$ cat src/rtl/blit_pkg.sv
package blit_pkg;
    localparam int COORD_W = 16;
    localparam int DIM_W   = 14;
    localparam int PITCH_W = 16;
    localparam int OFF_W   = 32;
    localparam int WORD_W  = 32;
    localparam int CALC_W  = 48;
    localparam int COL_W   = DIM_W + 1;

    localparam logic [7:0] ROP_COPY  = 8'hCC;
    localparam logic [7:0] ROP_PAT   = 8'hF0;
    localparam logic [7:0] ROP_BLACK = 8'h00;
    localparam logic [7:0] ROP_WHITE = 8'hFF;

    localparam logic [COORD_W-1:0] COORD_MAX = 16'h3FFF;

    typedef enum logic [2:0] {
        ST_IDLE, ST_CHECK, ST_READ, ST_WRITE, ST_DONE, ST_FAIL
    } st_e;

    typedef struct packed {
        logic [3:0]         fmt;
        logic               fwd_x;
        logic               fwd_y;
        logic [7:0]         rop;
        logic               own;
        logic [COORD_W-1:0] sx;
        logic [COORD_W-1:0] sy;
        logic [COORD_W-1:0] dx;
        logic [COORD_W-1:0] dy;
        logic [DIM_W-1:0]   w;
        logic [DIM_W-1:0]   h;
        logic [PITCH_W-1:0] sp;
        logic [PITCH_W-1:0] dp;
        logic [PITCH_W-1:0] defp;
        logic [OFF_W-1:0]   so;
        logic [OFF_W-1:0]   doff;
        logic [OFF_W-1:0]   defo;
        logic [WORD_W-1:0]  brush;
    } cfg_t;

    typedef struct packed {
        st_e                st;
        cfg_t               cfg;
        logic [CALC_W-1:0]  src_row;
        logic [CALC_W-1:0]  dst_row;
        logic [COL_W-1:0]   col;
        logic [DIM_W-1:0]   row;
        logic [WORD_W-1:0]  rdbuf;
        logic               desc;
        logic [COORD_W-1:0] nx;
        logic [COORD_W-1:0] ny;
    } eng_t;
endpackage

$ cat src/rtl/blit_pix_fmt.sv
module blit_pix_fmt (
    input  logic [3:0] code,
    output logic [2:0] bytes,
    output logic       ok
);
    always_comb begin
        case (code)
            4'd2:       bytes = 3'd1;
            4'd3, 4'd4: bytes = 3'd2;
            4'd5:       bytes = 3'd3;
            4'd6:       bytes = 3'd4;
            default:    bytes = 3'd0;
        endcase
        ok = (bytes != 3'd0);
    end
endmodule

$ cat src/rtl/blit_rect_geom.sv
module blit_rect_geom
    import blit_pkg::*;
#(
    parameter int MEM_BYTES = 16384
) (
    input  logic [COORD_W-1:0] pos_x,
    input  logic [COORD_W-1:0] pos_y,
    input  logic [DIM_W-1:0]   w,
    input  logic [DIM_W-1:0]   h,
    input  logic               fwd_x,
    input  logic               fwd_y,
    input  logic [2:0]         bytes,
    input  logic [PITCH_W-1:0] pitch,
    input  logic [OFF_W-1:0]   base,
    output logic [COORD_W-1:0] start_x,
    output logic [COORD_W-1:0] start_y,
    output logic [CALC_W-1:0]  first_byte,
    output logic [CALC_W-1:0]  last_row_byte,
    output logic               bad
);
    localparam logic [CALC_W-1:0] END_BYTE = CALC_W'(MEM_BYTES);

    logic [CALC_W-1:0] row_span;
    logic [CALC_W-1:0] end_byte;
    logic              empty;

    always_comb begin
        start_x = fwd_x ? pos_x : pos_x + COORD_W'(1) - COORD_W'(w);
        start_y = fwd_y ? pos_y : pos_y + COORD_W'(1) - COORD_W'(h);
        empty   = (w == '0) || (h == '0);
        first_byte = CALC_W'(base)
                   + CALC_W'(start_y) * CALC_W'(pitch)
                   + CALC_W'(start_x) * CALC_W'(bytes);
        last_row_byte = empty ? first_byte
                      : first_byte + CALC_W'(h - DIM_W'(1)) * CALC_W'(pitch);
        row_span = CALC_W'(w) * CALC_W'(bytes);
        end_byte = last_row_byte + row_span - CALC_W'(1);
        bad = (pitch == '0)
            || (start_x > COORD_MAX) || (start_y > COORD_MAX)
            || (CALC_W'(base) >= END_BYTE)
            || (!empty && (end_byte >= END_BYTE));
    end
endmodule

$ cat src/rtl/blit_engine.sv
module blit_engine
    import blit_pkg::*;
#(
    parameter  int MEM_WORDS = 4096,
    localparam int AW        = $clog2(MEM_WORDS),
    localparam int MEM_BYTES = MEM_WORDS * 4
) (
    input  logic               clk,
    input  logic               rst_n,
    input  logic               start,
    input  logic [3:0]         pix_fmt,
    input  logic               fwd_x,
    input  logic               fwd_y,
    input  logic [7:0]         rop,
    input  logic               sel_own,
    input  logic [COORD_W-1:0] src_x,
    input  logic [COORD_W-1:0] src_y,
    input  logic [COORD_W-1:0] dst_x,
    input  logic [COORD_W-1:0] dst_y,
    input  logic [DIM_W-1:0]   rect_w,
    input  logic [DIM_W-1:0]   rect_h,
    input  logic [PITCH_W-1:0] src_pitch,
    input  logic [PITCH_W-1:0] dst_pitch,
    input  logic [PITCH_W-1:0] def_pitch,
    input  logic [OFF_W-1:0]   src_base,
    input  logic [OFF_W-1:0]   dst_base,
    input  logic [OFF_W-1:0]   def_base,
    input  logic [WORD_W-1:0]  brush_color,
    output logic               busy,
    output logic               done,
    output logic               error,
    output logic [COORD_W-1:0] nxt_x,
    output logic [COORD_W-1:0] nxt_y,
    output logic               mem_req,
    output logic               mem_we,
    output logic [AW-1:0]      mem_addr,
    output logic [WORD_W-1:0]  mem_wdata,
    input  logic [WORD_W-1:0]  mem_rdata,
    input  logic               mem_ready
);
    eng_t q, d;

    logic [2:0]         bytes;
    logic               fmt_ok;
    logic [PITCH_W-1:0] d_pitch, s_pitch;
    logic [OFF_W-1:0]   d_base, s_base;
    logic [COORD_W-1:0] d_sx, d_sy, s_sx, s_sy;
    logic [CALC_W-1:0]  d_first, d_last, s_first, s_last;
    logic               d_bad, s_bad;
    logic               is_copy, op_known, empty, last_col, last_row;
    logic [DIM_W+2:0]   span;
    logic [COL_W-1:0]   wpr, cidx;
    logic [CALC_W-1:0]  row_word;
    logic [WORD_W-1:0]  fill_color;

    assign d_pitch = q.cfg.own ? q.cfg.dp   : q.cfg.defp;
    assign s_pitch = q.cfg.own ? q.cfg.sp   : q.cfg.defp;
    assign d_base  = q.cfg.own ? q.cfg.doff : q.cfg.defo;
    assign s_base  = q.cfg.own ? q.cfg.so   : q.cfg.defo;

    blit_pix_fmt u_fmt (
        .code  (q.cfg.fmt),
        .bytes (bytes),
        .ok    (fmt_ok)
    );

    blit_rect_geom #(.MEM_BYTES(MEM_BYTES)) u_dst_geom (
        .pos_x (q.cfg.dx), .pos_y (q.cfg.dy),
        .w (q.cfg.w), .h (q.cfg.h),
        .fwd_x (q.cfg.fwd_x), .fwd_y (q.cfg.fwd_y),
        .bytes (bytes), .pitch (d_pitch), .base (d_base),
        .start_x (d_sx), .start_y (d_sy),
        .first_byte (d_first), .last_row_byte (d_last), .bad (d_bad)
    );

    blit_rect_geom #(.MEM_BYTES(MEM_BYTES)) u_src_geom (
        .pos_x (q.cfg.sx), .pos_y (q.cfg.sy),
        .w (q.cfg.w), .h (q.cfg.h),
        .fwd_x (q.cfg.fwd_x), .fwd_y (q.cfg.fwd_y),
        .bytes (bytes), .pitch (s_pitch), .base (s_base),
        .start_x (s_sx), .start_y (s_sy),
        .first_byte (s_first), .last_row_byte (s_last), .bad (s_bad)
    );

    always_comb begin
        is_copy  = (q.cfg.rop == ROP_COPY);
        op_known = is_copy || (q.cfg.rop == ROP_PAT)
                || (q.cfg.rop == ROP_BLACK) || (q.cfg.rop == ROP_WHITE);
        case (q.cfg.rop)
            ROP_PAT:   fill_color = q.cfg.brush;
            ROP_BLACK: fill_color = 32'hFF00_0000;
            default:   fill_color = 32'hFFFF_FFFF;
        endcase
        empty    = (q.cfg.w == '0) || (q.cfg.h == '0);
        span     = (DIM_W+3)'(q.cfg.w) * (DIM_W+3)'(bytes);
        wpr      = COL_W'((span + (DIM_W+3)'(3)) >> 2);
        last_col = (q.col == wpr - COL_W'(1));
        last_row = (q.row == q.cfg.h - DIM_W'(1));
        cidx     = q.desc ? (wpr - COL_W'(1) - q.col) : q.col;
        row_word = ((q.st == ST_READ) ? q.src_row : q.dst_row) >> 2;
    end

    always_comb begin
        d = q;
        case (q.st)
            ST_IDLE: begin
                if (start) begin
                    d.cfg = '{fmt: pix_fmt, fwd_x: fwd_x, fwd_y: fwd_y, rop: rop,
                              own: sel_own, sx: src_x, sy: src_y, dx: dst_x,
                              dy: dst_y, w: rect_w, h: rect_h, sp: src_pitch,
                              dp: dst_pitch, defp: def_pitch, so: src_base,
                              doff: dst_base, defo: def_base, brush: brush_color};
                    d.st = ST_CHECK;
                end
            end
            ST_CHECK: begin
                if (!fmt_ok || !op_known || d_bad || (is_copy && s_bad)) begin
                    d.st = ST_FAIL;
                end else begin
                    d.ny   = q.cfg.fwd_y ? d_sy + COORD_W'(q.cfg.h) : d_sy;
                    d.nx   = !is_copy ? q.cfg.dx
                           : (q.cfg.fwd_x ? d_sx + COORD_W'(q.cfg.w) : d_sx);
                    d.desc = is_copy && (d_first > s_first);
                    d.dst_row = d.desc ? d_last : d_first;
                    d.src_row = d.desc ? s_last : s_first;
                    d.row  = '0;
                    d.col  = '0;
                    d.st   = empty ? ST_DONE : (is_copy ? ST_READ : ST_WRITE);
                end
            end
            ST_READ: begin
                if (mem_ready) begin
                    d.rdbuf = mem_rdata;
                    d.st    = ST_WRITE;
                end
            end
            ST_WRITE: begin
                if (mem_ready) begin
                    d.st = is_copy ? ST_READ : ST_WRITE;
                    if (!last_col) begin
                        d.col = q.col + COL_W'(1);
                    end else if (last_row) begin
                        d.st = ST_DONE;
                    end else begin
                        d.col = '0;
                        d.row = q.row + DIM_W'(1);
                        d.dst_row = q.desc ? q.dst_row - CALC_W'(d_pitch)
                                           : q.dst_row + CALC_W'(d_pitch);
                        d.src_row = q.desc ? q.src_row - CALC_W'(s_pitch)
                                           : q.src_row + CALC_W'(s_pitch);
                    end
                end
            end
            default: d.st = ST_IDLE;
        endcase
    end

    always_ff @(posedge clk or negedge rst_n) begin
        if (!rst_n) begin
            q    <= '0;
            q.st <= ST_IDLE;
        end else begin
            q <= d;
        end
    end

    assign busy      = (q.st != ST_IDLE);
    assign done      = (q.st == ST_DONE);
    assign error     = (q.st == ST_FAIL);
    assign nxt_x     = q.nx;
    assign nxt_y     = q.ny;
    assign mem_req   = (q.st == ST_READ) || (q.st == ST_WRITE);
    assign mem_we    = (q.st == ST_WRITE);
    assign mem_addr  = AW'(row_word + CALC_W'(cidx));
    assign mem_wdata = is_copy ? q.rdbuf : fill_color;

    assert_hold_req_R11: assert property (@(posedge clk) disable iff (!rst_n)
        (mem_req && !mem_ready) |=> (mem_req && $stable(mem_we)
            && $stable(mem_addr) && $stable(mem_wdata)));

    assert_done_pulse_R10: assert property (@(posedge clk) disable iff (!rst_n)
        (done || error) |=> !(done || error));

    assert_start_accept_R10: assert property (@(posedge clk) disable iff (!rst_n)
        (start && !busy) |=> busy);

    assert_fail_quiet_R5: assert property (@(posedge clk) disable iff (!rst_n)
        error |=> (!busy && !mem_req));

    assert_req_in_op_R11: assert property (@(posedge clk) disable iff (!rst_n)
        mem_req |-> (busy && !done && !error));
endmodule

$ cat config.mk
export PLATFORM = sky130hd
export DESIGN_NAME = blit_engine
export DESIGN_NICKNAME = d
export VERILOG_FILES = /design/src/rtl/blit_pkg.sv /design/src/rtl/blit_pix_fmt.sv /design/src/rtl/blit_rect_geom.sv /design/src/rtl/blit_engine.sv
export SDC_FILE = /design/constraint.sdc
export NUM_CORES = 2
export LEC_CHECK = 0
export BUFFER_PORTS_ARGS = -buffer_cell sky130_fd_sc_hd__buf_2
export CORE_AREA = 2 2 394 396
export CTS_CLUSTER_DIAMETER = 50
export DETAILED_ROUTE_END_ITERATION = 8
export DIE_AREA = 0 0 396 398
export PLACE_DENSITY = 0.7
export SLEW_MARGIN = 20
export SYNTH_ARGS = -nofsm -noshare
export SYNTH_HDL_FRONTEND = slang
export SYNTH_SLANG_ARGS = --single-unit
$ cat constraint.sdc
create_clock -name clk -period 38.8 [get_ports clk]
set_input_delay 7.76 -clock clk [delete_from_list [all_inputs] [get_ports clk]]
set_output_delay 7.76 -clock clk [all_outputs]
set_load 0.02 [all_outputs]
==> metrics.txt <==
slowest cell on the critical path=or4_1; GRT overflow=0; Residual DRC=0; largest cells by area after synthesis=fa_1 (29%), dfrtp_1 (13%), ha_1 (12%); commonest cells after routing, fill and taps aside=inv_1 (1696), fa_1 (1166), nand2_1 (1093); die height=398 um; Cells after Synth=9441; top cell type by total area after synthesis=fa_1; Post-Synthesis Net Count=11.7k; Mapped Area=80800 um^2; most used cell, CP=fa_1; async set-reset flop share out of synthesis=100%; Tightest Pin Transition=1.24 ns; CTS tree=done; Placer Congestion=1.02; Antenna Violating Nets Remaining=0; Clk Latency, worst-skew pair=0.71 ns; vias in the first global route=71.6k; Initial Util=52.7%; layout cell share with drive strength beyond 1=11.3%; Tcrit/Tclk final=57.8%; Total Negative Setup Slacks=0 ns; Root Buffer=clkbuf_16; synthesized area per cell=8.56 um^2; DRT iter0 DRCs=7051; CP Capture Type=flip-flop; DR WL/cell=24.8 um; CP max FO=46; Initial DRT Pass Iterations=6; CTS max path bufs=3; initial antenna violation count=26; Global Route Usage Sum=37.7%; final hold vios=0; Setup Buffers After CTS=0; Yosys Warn Count=0; DP HPWL=240000 um; total CTS buffers=57; synth-to-layout area growth=8.26%; CTS hold repair buffers=0; fin. max-slew vios=0; core area=153000 um^2; Resized cells post-CTS=0; Detailed Route WL=292000 um; Final Util=57.1%; Boundary Pins=400; via count=69.6k; clock sinks=408; drt via density=5.91; Worst path max stage delay=0.84 ns; Final Skew=0.0714 ns; RSZ-0062 raised after global routing=no; most common cell after layout, fill and taps aside=inv_1; die area=158000 um^2; Setup violations, final=0; Post-synth EDFFs=0; Yosys cell types=88; largest net degree at the start of global routing=176; Final Critical Period=22.41 ns; Max Cap Violations=0; status=completed; Clock Pin Slew Worst Setup and Hold Paths=0.06 ns; Layout Nets=12.0k; top_reg_cell synth=dfrtp_1; Hold/Removal Path Class=flip-flop to flip-flop; Yosys reg bits=408; die span in x=396 um; critical path arrival=22.98 ns; Synth top area share=28.9%; Slew Limit Headroom=16.5%; H-tree Lvls=2; sequential fraction of the synthesis area=12.6%; f_max=0.0446 GHz; row count=144; number of port buffers=399; Setup crit start kind=flip-flop; Crit Path Category=flip-flop to flip-flop; critical path data required time=39.37 ns; first-pass GRT wire length=444000 um
logic make-up after synthesis:
kind of cell             count (synthesis)  share of synthesized area [%]
AND/OR/NAND/NOR                       2627                           14.4
buffers and inverters                 2089                           9.88
adder cells (fa/ha/maj)               1957                           41.1
AO/OA/AOI/OAI                         1550                           12.1
flip-flops                             408                           12.6
XOR/XNOR                               406                           4.40
multiplexers                           404                           5.54
worst max-delay path: cells and delay by family (launching register included):
family,cells,cell delay [ns]
DFF,1,0.47
AOI/OAI and AO/OA,25,6.77
adders and majority gates,17,7.47
and+or+nand+nor,19,4.49
muxes,1,0.41
xor gates and xnor gates,3,0.93
buffers and inverters,11,1.68
routing by layer:
metal / up-vias / global-route usage (%) / wire length (um)
met5: - / 0 / 97
li1: 30825 / - / -
met4: 14 / 22.0 / 21200
met3: 826 / 10.1 / 31300
met2: 3239 / 58.4 / 128000
met1: 34734 / 47.4 / 112000
final timing paths:
| path | endpoint | cells after the start | slack (ns) | start |
|---|---|---|---|---|
| worst max register to register | q[104] | 76 | 16.39 | q[369] |
| max in group asynchronous | q[458] | 3 | 29.23 | rst_n |
| min in group asynchronous | q[282] | 1 | 7.15 | rst_n |
| worst max-delay path | q[104] | 76 | 16.39 | q[369] |
| worst min register to register | nxt_y[0] | 2 | 0.49 | nxt_y[0] |
| worst min-delay path | nxt_y[0] | 2 | 0.49 | nxt_y[0] |
cells in the mapped netlist, drive strengths merged, types with 105 or more instances:
| cell type | instances |
|---|---|
| inv | 1696 |
| fa | 1166 |
| nand2 | 1093 |
| nor2 | 805 |
| ha | 791 |
| a21oi | 534 |
| dfrtp | 408 |
| mux2 | 348 |
| o21ai | 314 |
| clkbuf | 305 |
| xnor2 | 293 |
| a21o | 207 |
| xor2 | 113 |
| nor3 | 105 |
through the flow:
stage	cells	setup slack, ns	instance area, um^2	hold slack [ns]
floorplan	9441	20.02	80800	0.451
global placement	11662	17.22	85300	0.466
detailed placement	11662	16.76	85400	0.474
CTS	11769	16.65	87400	0.488
global route	11781	15.44	87500	0.514
finish	11790	16.39	87500	0.488
registers in the layout, summed over array words and instances (netlist names):
signal	flops
q	376
nxt_y	16
nxt_x	16
cell type report:
cell class	count	area, um^2
diodes	21	52.6
clock buffers	70	1540
clock inverters	37	513
fillers	13963	65800
inverters	1705	6400
multi-input cells	6944	63000
flip-flops and latches	408	10200
well taps	2044	2560
repair buffers	561	3250
Power is not shown: default switching activity piles up to over one toggle a cycle in this logic, so the estimate is an artifact.
